**src/rtl/vreg_seq_pkg.sv**
```systemverilog
package vreg_seq_pkg;
  typedef enum logic [2:0] {
    MODE_POR  = 3'd0,
    MODE_IDLE = 3'd1,
    MODE_SOFT = 3'd2,
    MODE_RUN  = 3'd3,
    MODE_OVP  = 3'd4
  } seq_mode_e;
endpackage

```
**src/rtl/vreg_ss_counter.sv**
```systemverilog
module vreg_ss_counter #(
  parameter int CNT_W = 11
) (
  input  logic             clk_i,
  input  logic             rst_ni,
  input  logic             soft_i,
  input  logic             tick_i,
  output logic [CNT_W-1:0] count_o,
  output logic             done_o
);
  localparam logic [CNT_W-1:0] CNT_LAST = '1;

  logic [CNT_W-1:0] count_q;

  always_ff @(posedge clk_i or negedge rst_ni) begin
    if (!rst_ni)        count_q <= '0;
    else if (!soft_i)   count_q <= '0;
    else if (tick_i)    count_q <= count_q + 1'b1;
  end

  assign count_o = count_q;
  assign done_o  = soft_i && tick_i && (count_q == CNT_LAST);

  assert_count_clear_R4: assert property (@(posedge clk_i) disable iff (!rst_ni)
    !soft_i |=> (count_q == '0));
  assert_count_hold_R4: assert property (@(posedge clk_i) disable iff (!rst_ni)
    (soft_i && !tick_i) |=> $stable(count_q));
endmodule

```
**src/rtl/vreg_ramp_scale.sv**
```systemverilog
module vreg_ramp_scale #(
  parameter int CNT_W  = 11,
  parameter int DUTY_W = 8
) (
  input  logic [CNT_W-1:0]  count_i,
  input  logic              soft_i,
  input  logic              full_i,
  output logic [DUTY_W-1:0] ramp_o
);
  localparam int PROD_W = CNT_W + DUTY_W;
  localparam logic [PROD_W-1:0] DUTY_MAX = PROD_W'((64'd1 << DUTY_W) - 64'd1);

  always_comb begin
    if (full_i)      ramp_o = '1;
    else if (soft_i) ramp_o = DUTY_W'((PROD_W'(count_i) * DUTY_MAX) >> CNT_W);
    else             ramp_o = '0;
  end

  always_comb begin
    if (!soft_i && !full_i) assert_ramp_zero_R5: assert (ramp_o == '0);
  end
endmodule

```
**src/rtl/vreg_mode_fsm.sv**
```systemverilog
module vreg_mode_fsm
  import vreg_seq_pkg::*;
(
  input  logic      clk_i,
  input  logic      rst_ni,
  input  logic      sup_above_i,
  input  logic      sup_below_i,
  input  logic      out_en_i,
  input  logic      code_ok_i,
  input  logic      ovp_trip_i,
  input  logic      ss_done_i,
  output seq_mode_e mode_o
);
  seq_mode_e mode_q, mode_d;
  logic      stay_on;

  assign stay_on = out_en_i && code_ok_i;

  always_comb begin
    mode_d = mode_q;
    if (mode_q != MODE_POR && sup_below_i) begin
      mode_d = MODE_POR;
    end else begin
      case (mode_q)
        MODE_POR:  if (sup_above_i) mode_d = MODE_IDLE;
        MODE_IDLE: if (stay_on)     mode_d = MODE_SOFT;
        MODE_SOFT: begin
          if (!stay_on)       mode_d = MODE_IDLE;
          else if (ss_done_i) mode_d = MODE_RUN;
        end
        MODE_RUN: begin
          if (!stay_on)        mode_d = MODE_IDLE;
          else if (ovp_trip_i) mode_d = MODE_OVP;
        end
        MODE_OVP:  if (!stay_on)    mode_d = MODE_IDLE;
        default:                    mode_d = MODE_POR;
      endcase
    end
  end

  always_ff @(posedge clk_i or negedge rst_ni) begin
    if (!rst_ni) mode_q <= MODE_POR;
    else         mode_q <= mode_d;
  end

  assign mode_o = mode_q;

  assert_por_hold_R1: assert property (@(posedge clk_i) disable iff (!rst_ni)
    (mode_q == MODE_POR && !sup_above_i) |=> (mode_q == MODE_POR));
  assert_por_entry_R2: assert property (@(posedge clk_i) disable iff (!rst_ni)
    (mode_q != MODE_POR && sup_below_i) |=> (mode_q == MODE_POR));
  assert_ovp_armed_R6: assert property (@(posedge clk_i) disable iff (!rst_ni)
    (mode_q != MODE_RUN && mode_q != MODE_OVP) |=> (mode_q != MODE_OVP));
  assert_ovp_sticky_R7: assert property (@(posedge clk_i) disable iff (!rst_ni)
    (mode_q == MODE_OVP && stay_on && !sup_below_i) |=> (mode_q == MODE_OVP));
  assert_oe_low_R9: assert property (@(posedge clk_i) disable iff (!rst_ni)
    (!out_en_i && !sup_below_i && (mode_q == MODE_SOFT || mode_q == MODE_RUN || mode_q == MODE_OVP))
    |=> (mode_q == MODE_IDLE));
endmodule

```
**src/rtl/vreg_startup_seq.sv**
```systemverilog
module vreg_startup_seq
  import vreg_seq_pkg::*;
#(
  parameter int SS_LOG2 = 11,
  parameter int DUTY_W  = 8,
  parameter int VID_W   = 5
) (
  input  logic              clk_i,
  input  logic              rst_ni,
  input  logic              sup_above_i,
  input  logic              sup_below_i,
  input  logic              out_en_i,
  input  logic [VID_W-1:0]  vid_i,
  input  logic              ovp_trip_i,
  input  logic              cyc_tick_i,
  output logic              drv_en_o,
  output logic              force_low_o,
  output logic [DUTY_W-1:0] ramp_o,
  output logic              ss_active_o
);
  localparam logic [VID_W-1:0] VID_OFF = '1;

  seq_mode_e          mode;
  logic               code_ok, ss_done, in_soft, in_run;
  logic [SS_LOG2-1:0] ss_count;

  assign code_ok = (vid_i != VID_OFF);
  assign in_soft = (mode == MODE_SOFT);
  assign in_run  = (mode == MODE_RUN);

  vreg_mode_fsm i_fsm (
    .clk_i, .rst_ni, .sup_above_i, .sup_below_i, .out_en_i,
    .code_ok_i (code_ok),
    .ovp_trip_i,
    .ss_done_i (ss_done),
    .mode_o    (mode)
  );

  vreg_ss_counter #(.CNT_W(SS_LOG2)) i_cnt (
    .clk_i, .rst_ni,
    .soft_i  (in_soft),
    .tick_i  (cyc_tick_i),
    .count_o (ss_count),
    .done_o  (ss_done)
  );

  vreg_ramp_scale #(.CNT_W(SS_LOG2), .DUTY_W(DUTY_W)) i_ramp (
    .count_i (ss_count),
    .soft_i  (in_soft),
    .full_i  (in_run),
    .ramp_o  (ramp_o)
  );

  assign drv_en_o    = in_soft || in_run || (mode == MODE_OVP);
  assign force_low_o = (mode == MODE_OVP);
  assign ss_active_o = in_soft;

  assert_fault_drv_R7: assert property (@(posedge clk_i) disable iff (!rst_ni)
    force_low_o |-> (drv_en_o && !ss_active_o && ramp_o == '0));
  assert_fault_source_R6: assert property (@(posedge clk_i) disable iff (!rst_ni)
    $rose(force_low_o) |-> $past(drv_en_o && !ss_active_o && ovp_trip_i));
  assert_ss_end_R4: assert property (@(posedge clk_i) disable iff (!rst_ni)
    (ss_active_o && !cyc_tick_i) |=> (ss_active_o || !drv_en_o));
endmodule

```
**config.mk**
```make
export PLATFORM = sky130hd
export DESIGN_NAME = vreg_startup_seq
export DESIGN_NICKNAME = d
export VERILOG_FILES = /design/src/rtl/vreg_seq_pkg.sv /design/src/rtl/vreg_ss_counter.sv /design/src/rtl/vreg_ramp_scale.sv /design/src/rtl/vreg_mode_fsm.sv /design/src/rtl/vreg_startup_seq.sv
export SDC_FILE = /design/constraint.sdc
export NUM_CORES = 1
export LEC_CHECK = 0
export BUFFER_PORTS_ARGS = -buffer_cell sky130_fd_sc_hd__buf_2
export CAP_MARGIN = 10
export CELL_PAD_IN_SITES_DETAIL_PLACEMENT = 0
export CELL_PAD_IN_SITES_GLOBAL_PLACEMENT = 1
export CORE_MARGIN = 8
export CORE_UTILIZATION = 40
export CTS_BUF_LIST = sky130_fd_sc_hd__clkbuf_8 sky130_fd_sc_hd__clkbuf_16
export DETAILED_ROUTE_END_ITERATION = 6
export PLACE_DENSITY_LB_ADDON = 0.1
export SLEW_MARGIN = 10
export SYNTH_ARGS = -nofsm -noshare
export SYNTH_HDL_FRONTEND = slang
export SYNTH_SLANG_ARGS = --single-unit
```
**constraint.sdc**
```tcl
create_clock -name clk_i -period 5 [get_ports clk_i]
set_input_delay 1.25 -clock clk_i [delete_from_list [all_inputs] [get_ports clk_i]]
set_output_delay 1.25 -clock clk_i [all_outputs]
set_load 0.005 [all_outputs]
```
==> impl_metrics.json, run 1 <==
{
  "use_met1": 0.190,
  "worstSetupPathType": "flop to output pin",
  "r2r-start": "i_fsm.mode_o[1]",
  "maxSlewHeadroom": 0.444,
  "grt_remaining_overflow": 0,
  "numCtsBuffers": 3,
  "fin_util": 0.541,
  "slew_viol_final": 0,
  "end_kind": "output pin",
  "max_freq_mhz": 176,
  "ys_top_cells_by_area": "fa_1, ha_1, dfrtp_1",
  "cts_max_level": 1,
  "ys_warn_count": 0,
  "fill_cells": 682,
  "ys_seq_area_frac": 0.120,
  "synth_cells": 323,
  "mostFrequentLayoutCell": "inv_1",
  "final_area_um2": 3880,
  "powerDensity_nw_per_um2": 101,
  "leakagePower_nw": 1.99,
  "cts-root-buf": "clkbuf_8",
  "dr.first_iter.drc_count": 60,
  "grt_start_max_net_pins": 15,
  "ys_seq_elements": 14,
  "synth_cell_types": 47,
  "antenna_found_initial": 0,
  "hold_violations": 0,
  "post-synth-top-area-cell": "fa_1",
  "die_w_um": 102,
  "insertion_delay_ps": 250,
  "clock_path_buffers": 2,
  "status": "complete, but fails checks",
  "worstPathArrival_ps": 4430,
  "dp_hpwl_um": 5850,
  "setup_violations": 8,
  "die_height_um": 102,
  "critPathLaunch": "i_cnt.count_o[5]",
  "cts_tree": "built",
  "initial_core_util": 0.408,
  "die_area_um2": 10300,
  "grt_use_met3": 0.0179,
  "period_share": 1.14,
  "rows": 31,
  "top_usage_layer": "met2",
  "path_max_fanout": 5,
  "cp.required_ps": 3750,
  "hp-class": "flop to flop",
  "synth_edf_count": 0,
  "syn_area_um2": 2930,
  "violations": "negative setup slack",
  "portBuffers": 22,
  "syn_nets": 421,
  "path_clk_slew_ps": 70,
  "via_per_inst": 4.80,
  "fin_setup_tns_ps": -4930,
  "maxCapViolations": 0,
  "synth-async-reset-ratio": 1.00,
  "place_area_um2": 3610,
  "io_pins": 23,
  "grt_pass1_wl_um": 12100,
  "fin_ws_ps": -681,
  "avgSynthCellArea_um2": 9.06,
  "rsz0062_at_grt": "yes",
  "drt_first_pass_iters": 5,
  "synthFlopType": "dfrtp_1",
  "cts_hold_repair.buffers": 0,
  "pre_cts_slack_ps": -465,
  "num_vias": 2405,
  "nets": 501,
  "start_kind": "flop",
  "hp-start": "i_fsm.mode_o[1]",
  "clkSinkCount": 14,
  "gr-usage-all-layers": 0.147,
  "syn2layout_area_growth_pct": 32.8,
  "ant_nets": 0,
  "wirelength_um": 7000,
  "irDropWorstVdd_v": 0.000168,
  "p_total_mw": 0.392,
  "route.detailed.drc": 0,
  "diodes": 0,
  "globalRouteMet2Util": 0.264,
  "hold_depth": 1,
  "yosys.area.top_type_share": 0.301,
  "routedWlPerCell_um": 14.0,
  "core_area_um2": 7180,
  "grt_pass1_vias": 2549,
  "layout-drive-gt1-share": 0.358,
  "fin_crit_ps": 5680,
  "gp_congestion": 0.804,
  "skew_ps": 3.21,
  "worst_slew_pin_slew_ps": 832,
  "r2r_cells": 6,
  "layout_common_cells": "inv_1, buf_4, fa_1"
}
==> cell usage after synthesis, types with 3 or more instances <==
cell type,instances
nand3_1,5
a31oi_1,3
a21oi_1,17
nor2_1,19
fa_1,44
ha_1,42
xor2_1,5
a21boi_0,4
o21ai_0,11
xnor2_1,12
dfrtp_1,14
nand4_1,3
nand2_1,16
nor2b_1,4
inv_1,84
nor3_1,3
==> final timing paths <==
check | end | slack [ps]
max | ramp_o[4] | -680
min | i_fsm.mode_o[1] | 580
max reg2reg | i_fsm.mode_o[0] | 2660
min reg2reg | i_fsm.mode_o[1] | 580
max in group asynchronous | i_cnt.count_o[5] | 3830
min in group asynchronous | i_fsm.mode_o[2] | 900
==> where the power goes <==
group,internal (mW),leakage (nW),switching [mW]
sequential,0.121,0.176,0.0193
combinational,0.0566,1.78,0.0777
clock,0.0699,0.0288,0.0475
total,0.248,1.99,0.145
==> kinds of logic (layout without fill, tap and decap cells) <==
| logic type | after synthesis | after routing | synth area share |
|---|---|---|---|
| buffers and inverters | 88 | 167 | 0.114 |
| adder cells (fa/ha/maj) | 86 | 86 | 0.481 |
| AND/OR/NAND/NOR | 60 | 60 | 0.0980 |
| AO/OA/AOI/OAI | 57 | 57 | 0.133 |
| XOR/XNOR | 17 | 17 | 0.0509 |
| flip-flops | 14 | 14 | 0.120 |
| multiplexers | 1 | 1 | 0.00342 |
==> layer usage <==
layer	vias to the layer above	share of wire
met5	-	0
met4	0	0.0059
met3	6	0.016
met2	26	0.54
met1	1181	0.44
li1	1192	-
==> flip-flops by register name, summed over array words and instances (netlist names) <==
register / count
i_cnt.count_o: 11
i_fsm.mode_o: 3
==> what timing repair did <==
item	in CTS	in global routing
setup buffers	6	4
resized for setup	27	14
pin swaps	28	22
setup endpoints to repair	8	8
endpoints found under the hold margin	0	0
==> cell type report <==
type                    instances  area (um2)  share of cell area
multi-input cells             221        2470               0.636
repair buffers                 79         553               0.142
flip-flops and latches         14         363              0.0934
clock buffers                   4        55.1              0.0142
well taps                      99         124              0.0319
inverters                      84         318              0.0818
==> worst max-delay path: stages, from the launching register on <==
cell	delay, ps
dfrtp_2	410
inv_4	40
fa_1	570
inv_1	60
fa_1	440
fa_1	490
inv_1	50
fa_1	490
inv_2	50
ha_4	280
nand4b_1	110
o22ai_2	270
a31oi_2	160
o211ai_4	280
a41oi_2	140
o31a_1	240
buf_2	120
==> metrics by stage <==
stage               hold WS [ps]  cells
finish                       581    501
global placement             564    487
global route                 601    501
detailed placement           558    487
CTS                          564    497
floorplan                    508    323
Note: power is estimated with default switching activity, not from simulation.
==> run 2: changes to the inputs <==
Settings changed: SYNTH_HIERARCHICAL from default to 1.
==> run 2 against run 1 <==
  * The flow still finishes with violations (negative setup slack)
  * Worst hold slack gained 71 ps
  * Clock power shrank 8%
  * Setup slack gained 160 ps
  * Clock skew is essentially flat
  * Die area grew 0.91%
  * Via count shrank 2.4%
  * Register-to-register slack gained 230 ps
  * Routed wire length shrank 9.3%
  * Sequential power shrank 11%
  * Final cell count shrank 0.80%
  * Critical path depth shrank 2
  * Critical path type unchanged
  * Largest cell class unchanged
==> impl_metrics.json, run 2 <==
{
  "cts_hold_repair.buffers": 0,
  "grt_pass1_vias": 2550,
  "post-synth-top-area-cell": "fa_1",
  "fin_hold_ws_ps": 652,
  "period_share": 1.10,
  "p_total_mw": 0.288,
  "layout-drive-gt1-share": 0.362,
  "cp.required_ps": 3750,
  "maxCapViolations": 0,
  "cts_max_level": 1,
  "rrSetupSlack_ps": 2890,
  "die_area_um2": 10400,
  "worst_slew_pin_slew_ps": 421,
  "worstSetupPathType": "flop to output pin",
  "clkSinkCount": 14,
  "drt_first_pass_iters": 4,
  "synth_edf_count": 0,
  "dp_hpwl_um": 5480,
  "skew_ps": 3.22,
  "cts-root-buf": "clkbuf_8",
  "ys_top_cells_by_area": "fa_1, ha_1, dfrtp_1",
  "wirelength_um": 6350,
  "synth_cells": 319,
  "fin_util": 0.540,
  "route.detailed.drc": 0,
  "ant_nets": 0,
  "fin_crit_ps": 5520,
  "largest_reg_flops": 11,
  "nets": 492,
  "via_per_inst": 4.72,
  "grt_pass1_wl_um": 11600,
  "insertion_delay_ps": 240,
  "powerDensity_nw_per_um2": 74.0,
  "dr.first_iter.drc_count": 56,
  "ys_warn_count": 6,
  "layout_common_cells": "inv_1, buf_4, fa_1",
  "die_height_um": 102,
  "initial_core_util": 0.410,
  "syn2layout_area_growth_pct": 31.7,
  "dp.cells": 487,
  "slew_viol_final": 0,
  "max_freq_mhz": 181,
  "grt_remaining_overflow": 0,
  "yosys.area.top_type_share": 0.298,
  "routedWlPerCell_um": 12.8,
  "rsz0062_at_grt": "yes",
  "grt_start_max_net_pins": 15,
  "maxSlewHeadroom": 0.717,
  "portBuffers": 22,
  "fin_ws_ps": -524,
  "status": "complete, but fails checks",
  "synth_most_common_cell": "inv_1",
  "numCtsBuffers": 3,
  "syn_nets": 412,
  "ys_seq_area_frac": 0.118,
  "violations": "negative setup slack",
  "clock_path_buffers": 2,
  "hp-class": "flop to flop",
  "leakagePower_nw": 1.99,
  "hold_violations": 0,
  "worstPathArrival_ps": 4270,
  "path_clk_slew_ps": 60,
  "num_vias": 2348,
  "diodes": 0,
  "fill_cells": 692,
  "stdcell_count": 497,
  "io_pins": 23,
  "gp_congestion": 0.837,
  "path_max_fanout": 5,
  "die_w_um": 102,
  "gr-usage-all-layers": 0.137,
  "avgSynthCellArea_um2": 9.27,
  "rows": 31,
  "synthFlopType": "dfrtp_1",
  "syn_area_um2": 2960,
  "antenna_found_initial": 0,
  "core_area_um2": 7210,
  "mostFrequentLayoutCell": "inv_1",
  "yosys-top-cells-count": "inv_1, fa_1, ha_1, dfrtp_1",
  "setup_violations": 8,
  "synth-async-reset-ratio": 1.00,
  "ys_seq_elements": 14,
  "irDropWorstVdd_v": 0.0000834,
  "synth_cell_types": 56,
  "cts_tree": "built",
  "end_kind": "output pin",
  "start_kind": "flop"
}
## run 2: worst paths after layout
path | cells after the start | endpoint | startpoint
max in group asynchronous | 1 | i_cnt/count_o[10] | rst_ni
worst max-delay path | 14 | ramp_o[5] | i_cnt/count_o[4]
min in group asynchronous | 1 | i_fsm/mode_o[2] | rst_ni
worst max register to register | 10 | i_fsm/mode_o[0] | i_cnt/count_o[0]
worst min-delay path | 2 | i_cnt/count_o[9] | i_cnt/count_o[9]
worst min register to register | 2 | i_cnt/count_o[9] | i_cnt/count_o[9]
## run 2: cell families after synthesis
logic type | share of synthesized area
multiplexers | 0.0207
AND/OR/NAND/NOR | 0.129
flip-flops | 0.118
AO/OA/AOI/OAI | 0.121
XOR/XNOR | 0.0296
adder cells (fa/ha/maj) | 0.458
buffers and inverters | 0.122
## run 2: final cells by class
cell class | count | area [um2] | share of cell area
Timing Repair Buffer | 81 | 567 | 0.146
Clock buffer | 4 | 55.1 | 0.0141
Inverter | 88 | 333 | 0.0855
Sequential cell | 14 | 363 | 0.0932
Multi-Input combinational cell | 211 | 2450 | 0.630
Tap cell | 99 | 124 | 0.0318
## run 2: layer usage
| metal | GRT usage | up-vias | part of all wire |
|---|---|---|---|
| met5 | 0 | - | 0 |
| met4 | 0.0203 | 0 | 0.0043 |
| met3 | 0.00749 | 2 | 0.0076 |
| met2 | 0.236 | 18 | 0.47 |
| met1 | 0.188 | 1136 | 0.52 |
| li1 | - | 1192 | - |
## run 2: per-stage QoR
step / setup TNS [ps] / worst slack [ps] / instance area (um2)
2_1_floorplan: -255 / -82.6 / 3070
4_1_cts: -3880 / -531 / 3820
3_5_place_dp: -2240 / -335 / 3670
5_1_grt: -5080 / -701 / 3890
6_report: -3720 / -524 / 3890
3_3_place_gp: -2110 / -333 / 3670
## run 2: worst max-delay path, cell delays in order (launching register included)
cell,delay [ps]
dfrtp_2,460
fa_2,640
fa_1,450
fa_1,490
inv_1,50
fa_1,510
inv_2,40
ha_4,260
buf_6,90
nand3_4,80
o21ai_4,230
and3_4,220
nor4_1,40
or3_1,340
buf_2,130
## run 2: power by group
| group | total, mW | internal, mW | switching (mW) |
|---|---|---|---|
| registers | 0.124 | 0.117 | 0.00729 |
| clock network | 0.108 | 0.0696 | 0.0387 |
| logic | 0.0559 | 0.0263 | 0.0296 |
## run 2: timing repair
action	CTS	global route
resized for setup	14	10
setup buffers	4	2
endpoints found under the setup margin	8	8
pin swaps	15	8
